--- src/rtl/h8_pkg.sv ---
package h8_pkg;
    localparam int DW    = 8;
    localparam int PC_W  = 2 * DW;
    localparam int IW_W  = 2 * DW;
    localparam int OP_W  = 3;

    localparam logic [OP_W-1:0] OP_LD  = 3'd0;
    localparam logic [OP_W-1:0] OP_OR  = 3'd1;
    localparam logic [OP_W-1:0] OP_ST  = 3'd2;
    localparam logic [OP_W-1:0] OP_JMP = 3'd3;
    localparam logic [OP_W-1:0] OP_BRA = 3'd4;

    localparam logic [IW_W-1:0] WORD_NOP = 16'hE000;

    typedef enum logic [1:0] {DST_AC, DST_X, DST_Y, DST_OUT} dst_e;
    typedef enum logic [1:0] {SRC_IMM, SRC_RAM, SRC_AC, SRC_ZERO} src_e;

    typedef struct packed {
        logic          wr_reg;
        logic          use_or;
        logic          wr_ram;
        logic          jmp_far;
        logic          jmp_near;
        dst_e          dst;
        logic          idx_mode;
        src_e          src;
        logic [DW-1:0] imm;
    } dec_t;

    typedef struct packed {
        logic [PC_W-1:0] pc;
        logic [IW_W-1:0] ir;
        logic [DW-1:0]   ac;
        logic [DW-1:0]   x;
        logic [DW-1:0]   y;
        logic [DW-1:0]   outr;
    } core_t;
endpackage

--- src/rtl/h8_decode.sv ---
module h8_decode
    import h8_pkg::*;
(
    input  logic [IW_W-1:0] ir,
    output dec_t            dec
);
    logic [OP_W-1:0] op;

    always_comb begin
        op           = ir[IW_W-1 -: OP_W];
        dec.wr_reg   = (op == OP_LD) || (op == OP_OR);
        dec.use_or   = (op == OP_OR);
        dec.wr_ram   = (op == OP_ST);
        dec.jmp_far  = (op == OP_JMP);
        dec.jmp_near = (op == OP_BRA);
        dec.dst      = dst_e'(ir[12:11]);
        dec.idx_mode = ir[10];
        dec.src      = src_e'(ir[9:8]);
        dec.imm      = ir[DW-1:0];
    end
endmodule

--- src/rtl/h8_datapath.sv ---
module h8_datapath
    import h8_pkg::*;
(
    input  dec_t            dec,
    input  logic [DW-1:0]   ac,
    input  logic [DW-1:0]   x,
    input  logic [DW-1:0]   y,
    input  logic [DW-1:0]   ram_rdata,
    output logic [PC_W-1:0] ram_addr,
    output logic [DW-1:0]   bus,
    output logic [DW-1:0]   alu,
    output logic            x_step
);
    logic active;

    always_comb begin
        ram_addr = dec.idx_mode ? {y, x} : {{DW{1'b0}}, dec.imm};
        unique case (dec.src)
            SRC_IMM: bus = dec.imm;
            SRC_RAM: bus = ram_rdata;
            SRC_AC:  bus = ac;
            default: bus = '0;
        endcase
        alu    = dec.use_or ? (bus | ac) : bus;
        active = dec.wr_reg | dec.wr_ram | dec.jmp_far | dec.jmp_near;
        x_step = active && dec.idx_mode && (dec.wr_ram || (dec.src == SRC_RAM));
    end
endmodule

--- src/rtl/h8_pcunit.sv ---
module h8_pcunit
    import h8_pkg::*;
(
    input  dec_t            dec,
    input  logic [PC_W-1:0] pc_q,
    input  logic [DW-1:0]   y,
    input  logic [DW-1:0]   bus,
    output logic [PC_W-1:0] pc_d
);
    always_comb begin
        if (dec.jmp_far)
            pc_d = {y, bus};
        else if (dec.jmp_near)
            pc_d = {pc_q[PC_W-1:DW], bus};
        else
            pc_d = pc_q + 1'b1;
    end
endmodule

--- src/rtl/h8_core.sv ---
module h8_core
    import h8_pkg::*;
(
    input  logic            clk,
    input  logic            rst_n,
    output logic [PC_W-1:0] prog_addr,
    input  logic [IW_W-1:0] prog_data,
    output logic [PC_W-1:0] ram_addr,
    output logic [DW-1:0]   ram_wdata,
    output logic            ram_we,
    input  logic [DW-1:0]   ram_rdata,
    output logic [DW-1:0]   out_port
);
    core_t           cur_q, nxt_d;
    dec_t            dec;
    logic [DW-1:0]   dp_bus, dp_alu;
    logic            x_step;
    logic [PC_W-1:0] pc_next;

    h8_decode u_dec (.ir(cur_q.ir), .dec(dec));

    h8_datapath u_dp (
        .dec(dec), .ac(cur_q.ac), .x(cur_q.x), .y(cur_q.y),
        .ram_rdata(ram_rdata), .ram_addr(ram_addr),
        .bus(dp_bus), .alu(dp_alu), .x_step(x_step)
    );

    h8_pcunit u_pc (
        .dec(dec), .pc_q(cur_q.pc), .y(cur_q.y), .bus(dp_bus), .pc_d(pc_next)
    );

    always_comb begin
        nxt_d    = cur_q;
        nxt_d.ir = prog_data;
        nxt_d.pc = pc_next;
        if (x_step)
            nxt_d.x = cur_q.x + 1'b1;
        if (dec.wr_reg) begin
            unique case (dec.dst)
                DST_AC:  nxt_d.ac   = dp_alu;
                DST_X:   nxt_d.x    = dp_alu;
                DST_Y:   nxt_d.y    = dp_alu;
                default: nxt_d.outr = dp_alu;
            endcase
        end
    end

    always_ff @(posedge clk or negedge rst_n) begin
        if (!rst_n) begin
            cur_q.pc   <= '0;
            cur_q.ir   <= WORD_NOP;
            cur_q.ac   <= '0;
            cur_q.x    <= '0;
            cur_q.y    <= '0;
            cur_q.outr <= '0;
        end else begin
            cur_q <= nxt_d;
        end
    end

    assign prog_addr = cur_q.pc;
    assign ram_wdata = dp_bus;
    assign ram_we    = dec.wr_ram;
    assign out_port  = cur_q.outr;

    assert_reset_state_R1: assert property (@(posedge clk) disable iff (!rst_n)
        $rose(rst_n) |-> (cur_q.pc == '0 && cur_q.ir == WORD_NOP && !ram_we));

    assert_seq_fetch_R2: assert property (@(posedge clk) disable iff (!rst_n)
        !(dec.jmp_far || dec.jmp_near) |=> cur_q.pc == $past(cur_q.pc) + 1'b1);

    assert_slot_latched_R7: assert property (@(posedge clk) disable iff (!rst_n)
        1'b1 |=> cur_q.ir == $past(prog_data));

    assert_store_only_R5: assert property (@(posedge clk) disable iff (!rst_n)
        ram_we |-> cur_q.ir[15:13] == OP_ST);

    assert_x_wrap_R6: assert property (@(posedge clk) disable iff (!rst_n)
        (x_step && !(dec.wr_reg && dec.dst == DST_X)) |=> cur_q.x == $past(cur_q.x) + 8'd1);

    assert_y_kept_R6: assert property (@(posedge clk) disable iff (!rst_n)
        (x_step && !(dec.wr_reg && dec.dst == DST_Y)) |=> $stable(cur_q.y));

    assert_near_target_R8: assert property (@(posedge clk) disable iff (!rst_n)
        dec.jmp_near |=> cur_q.pc == {$past(cur_q.pc[PC_W-1:DW]), $past(dp_bus)});

    assert_far_target_R9: assert property (@(posedge clk) disable iff (!rst_n)
        dec.jmp_far |=> cur_q.pc == {$past(cur_q.y), $past(dp_bus)});
endmodule

--- config.mk ---
export PLATFORM = sky130hd
export DESIGN_NAME = h8_core
export DESIGN_NICKNAME = d
export VERILOG_FILES = /design/src/rtl/h8_pkg.sv /design/src/rtl/h8_decode.sv /design/src/rtl/h8_datapath.sv /design/src/rtl/h8_pcunit.sv /design/src/rtl/h8_core.sv
export SDC_FILE = /design/constraint.sdc
export NUM_CORES = 1
export LEC_CHECK = 0
export ABC_AREA = 0
export CORE_MARGIN = 5
export CORE_UTILIZATION = 54
export CTS_CLUSTER_DIAMETER = 200
export DETAILED_ROUTE_END_ITERATION = 6
export GPL_ROUTABILITY_DRIVEN = 0
export HOLD_SLACK_MARGIN = 0.05
export PLACE_DENSITY = 0.85
export SETUP_SLACK_MARGIN = 0.05
export SYNTH_ARGS = -nofsm -noshare
export SYNTH_HDL_FRONTEND = slang
export SYNTH_SLANG_ARGS = --single-unit
--- constraint.sdc ---
create_clock -name clk -period 5.8 [get_ports clk]
set_clock_uncertainty 0.15 [all_clocks]
set_input_delay 0.87 -clock clk [delete_from_list [all_inputs] [get_ports clk]]
set_output_delay 0.87 -clock clk [all_outputs]
set_load 0.01 [all_outputs]
==> results.json <==
{
  "synthesis.nets": 350,
  "endpoint": "ram_wdata[3]",
  "powerDensity_nw_per_um2": 391.4,
  "slew_viol_final": 0,
  "reg2reg_from": "cur_q[41]",
  "vias": 2697,
  "synth_flop_cell": "sky130_fd_sc_hd__dfrtp_1",
  "outcome": "complete, no violations",
  "yosysSeqAreaShare_pct": 49.10,
  "htree_num_levels": 3,
  "setup_total_negative_slack_ps": 0,
  "insertedDiodeCount": 0,
  "yosysUniqueCellTypes": 55,
  "ant_nets": 0,
  "r2r_end": "cur_q[21]",
  "std_cell_rows": 28,
  "floorplan.initialDensity_pct": 55.22,
  "via_count_of_the_first_global_routing_pass": 2616,
  "nFillCells": 435,
  "synthesis.area_per_instance_um2": 10.15,
  "crit_path_max_incr_delay_ps": 680,
  "timing.critical_path.slowest_stage_cell": "sky130_fd_sc_hd__nor2b_1",
  "total_power_uw": 1591,
  "post-route-min-period_ps": 3528,
  "top_level_ports": 75,
  "grt_start_max_net_pins": 65,
  "post-route-worst-setup-slack_ps": 2272,
  "overflow": 0,
  "worstPathMaxFanout": 11,
  "layout-area-overhead-vs-synth_pct": 24.30,
  "initialDrtViolationCount": 200,
  "timing.critical_path.cells": "nor2b_1 > o2bb2ai_1 > clkdlybuf4s50_1",
  "layout.cell_area.non_filler_um2": 4064,
  "initial_antenna_violation_count": 0,
  "mostFrequentLayoutCells": "sky130_fd_sc_hd__clkdlybuf4s50_1, sky130_fd_sc_hd__dfrtp_1, sky130_fd_sc_hd__nor2_1, sky130_fd_sc_hd__a21oi_1",
  "remaining_drc_errors": 0,
  "number_of_port_buffers": 74,
  "min-delay-path-class": "reg -> reg",
  "cp_num_cells": 3,
  "setup-violations-final": 0,
  "worstSetupPathType": "reg -> out",
  "clkLatencyLatePin_ps": 340,
  "fin_crit_sh_pct": 60.82,
  "die_area_um2": 7711,
  "hold_buffers": 0,
  "yosysWarningCount": 0,
  "grt_pass1_wl_um": 13150,
  "tightest_slew_ps": 1266,
  "cts_setup_buffers": 0,
  "pre_cts_setup_slack_ps": 2587,
  "buffer_and_inverter_count_on_the_worst_path": 1,
  "clock-root-buffer": "sky130_fd_sc_hd__clkbuf_8",
  "edff_count_synth": 0,
  "tritoncts": "built",
  "p_leak_uw": 0.001611,
  "timing.max_slew.rel_slack_pct": 14.93,
  "max-clock-path-buffers": 2,
  "critical_path_arrival_ps": 2510,
  "end_kind": "output port",
  "synth_top_cell_area_share_pct": 46.69,
  "cap_viol_max_count": 0,
  "syn_inst": 322,
  "post-synth-top-area-cell": "sky130_fd_sc_hd__dfrtp_1",
  "hold_viol": 0,
  "cp-startpoint": "cur_q[41]",
  "fmax_mhz": 283.5,
  "dr.pass1.iters": 4,
  "clkTransAtPathRegs_ps": 70,
  "rr_worst_depth": 4,
  "die_outline_width_um": 87.81,
  "netlist_area_um2": 3269,
  "synth.ff_latch_count": 64,
  "cts.sink_count": 64,
  "synth_async_sr_flop_share_pct": 100.0,
  "avgViaCountPerCell": 6.020,
  "cts-buffers-inserted": 9,
  "layout.cells.most_common": "sky130_fd_sc_hd__clkdlybuf4s50_1",
  "final_layout_size_suffix_gt1_share_pct": 10.46,
  "post_drt_wl_per_cell_um": 18.22,
  "core_area_um2": 5921,
  "fin_nets": 396,
  "setup_repair_after_global_routing_missed_its_margin": "false",
  "post_synth_main_area_contributors": "sky130_fd_sc_hd__dfrtp_1, sky130_fd_sc_hd__a21oi_1, sky130_fd_sc_hd__buf_4",
  "cts-resized-gates": 0,
  "timing.critical_path.from_type": "flop",
  "worst_ep_required_time_ps": 4780,
  "instance_area_at_placement_um2": 3862,
  "grt_util_all_layers_pct": 22.48,
  "setup.reg_to_reg.worst_slack_ps": 3250,
  "path_delay_family": "simple AND/OR/NAND/NOR gates",
  "postRouteWirelength_um": 8164,
  "place.detailed.hpwl_um": 5877,
  "worst_ir_drop_vdd_mv": 0.2241,
  "die_height_um": 87.81
}
[synthesized netlist by cell type (5+ instances only)]
library cell	n
sky130_fd_sc_hd__mux2_2	9
sky130_fd_sc_hd__o211ai_1	8
sky130_fd_sc_hd__o21ai_0	6
sky130_fd_sc_hd__dfrtp_1	61
sky130_fd_sc_hd__a21oi_1	38
sky130_fd_sc_hd__and2_1	10
sky130_fd_sc_hd__nand2_1	10
sky130_fd_sc_hd__clkbuf_1	11
sky130_fd_sc_hd__mux2i_1	11
sky130_fd_sc_hd__buf_4	24
sky130_fd_sc_hd__nor3_1	5
sky130_fd_sc_hd__nor2_1	42
sky130_fd_sc_hd__o2bb2ai_1	8
sky130_fd_sc_hd__buf_2	6
sky130_fd_sc_hd__nand3_1	6
[state kept, by name, summed over array words and instances (netlist names)]
name       count
prog_addr     16
cur_q         40
out_port       8
[stage by stage]
stage	hold WS (ps)	cells	util (%)
after floorplan	336.1	322	-
after global placement	366.8	432	65.24
after detailed placement	372.4	432	65.24
after CTS	388.9	448	68.64
after global routing	410.4	448	68.64
final	388.2	448	68.64
[power breakdown]
group	leakage (µW)	total, µW	switching [µW]	internal [µW]
registers	0.000716	687	130	557
clock network	0.0000996	392	171	222
logic	0.000795	512	227	285
[tightest hold or removal path, cell delays in order, from the launching register on]
cell and delay (ps):
sky130_fd_sc_hd__dfrtp_1 350, sky130_fd_sc_hd__nor2_1 50, sky130_fd_sc_hd__a21oi_1 100
[how the worst min path moves through the flow]
stage,from,endpoint,slack [ps],cells after the start
after global placement,out_port[4],out_port[4],370,2
final,out_port[7],out_port[7],390,2
after floorplan,prog_addr[0],prog_addr[0],340,1
after CTS,prog_addr[0],prog_addr[0],390,1
after detailed placement,out_port[2],out_port[2],370,2
after global routing,prog_addr[0],prog_addr[0],410,1
[logic make-up after synthesis]
| family | after synthesis | share of synthesized area (%) |
|---|---|---|
| AND/OR/NAND/NOR | 106 | 18.22 |
| AO/OA/AOI/OAI | 82 | 16.04 |
| buffers and inverters | 42 | 7.807 |
| XOR/XNOR | 6 | 1.607 |
| multiplexers | 20 | 6.468 |
| flip-flops | 64 | 49.10 |
| adder cells (fa/ha/maj) | 2 | 0.7653 |
[layer usage]
layer	global-route usage [%]	routed length, µm
met5	0	0
met4	8.647	133
met1	28.64	3355
met3	4.045	548
met2	38.08	4127
[layout make-up]
type / count / area (µm²) / share of cell area (%)
sequential: 64 / 1605 / 39.50
multi-input combinational: 216 / 1409 / 34.67
timing repair buffer: 76 / 750.7 / 18.47
clock buffer: 13 / 158.9 / 3.910
tap: 75 / 93.84 / 2.309
clock inverter: 3 / 42.54 / 1.047
inverter: 1 / 3.754 / 0.09236
No activity file was read; power rests on OpenSTA's default activity.
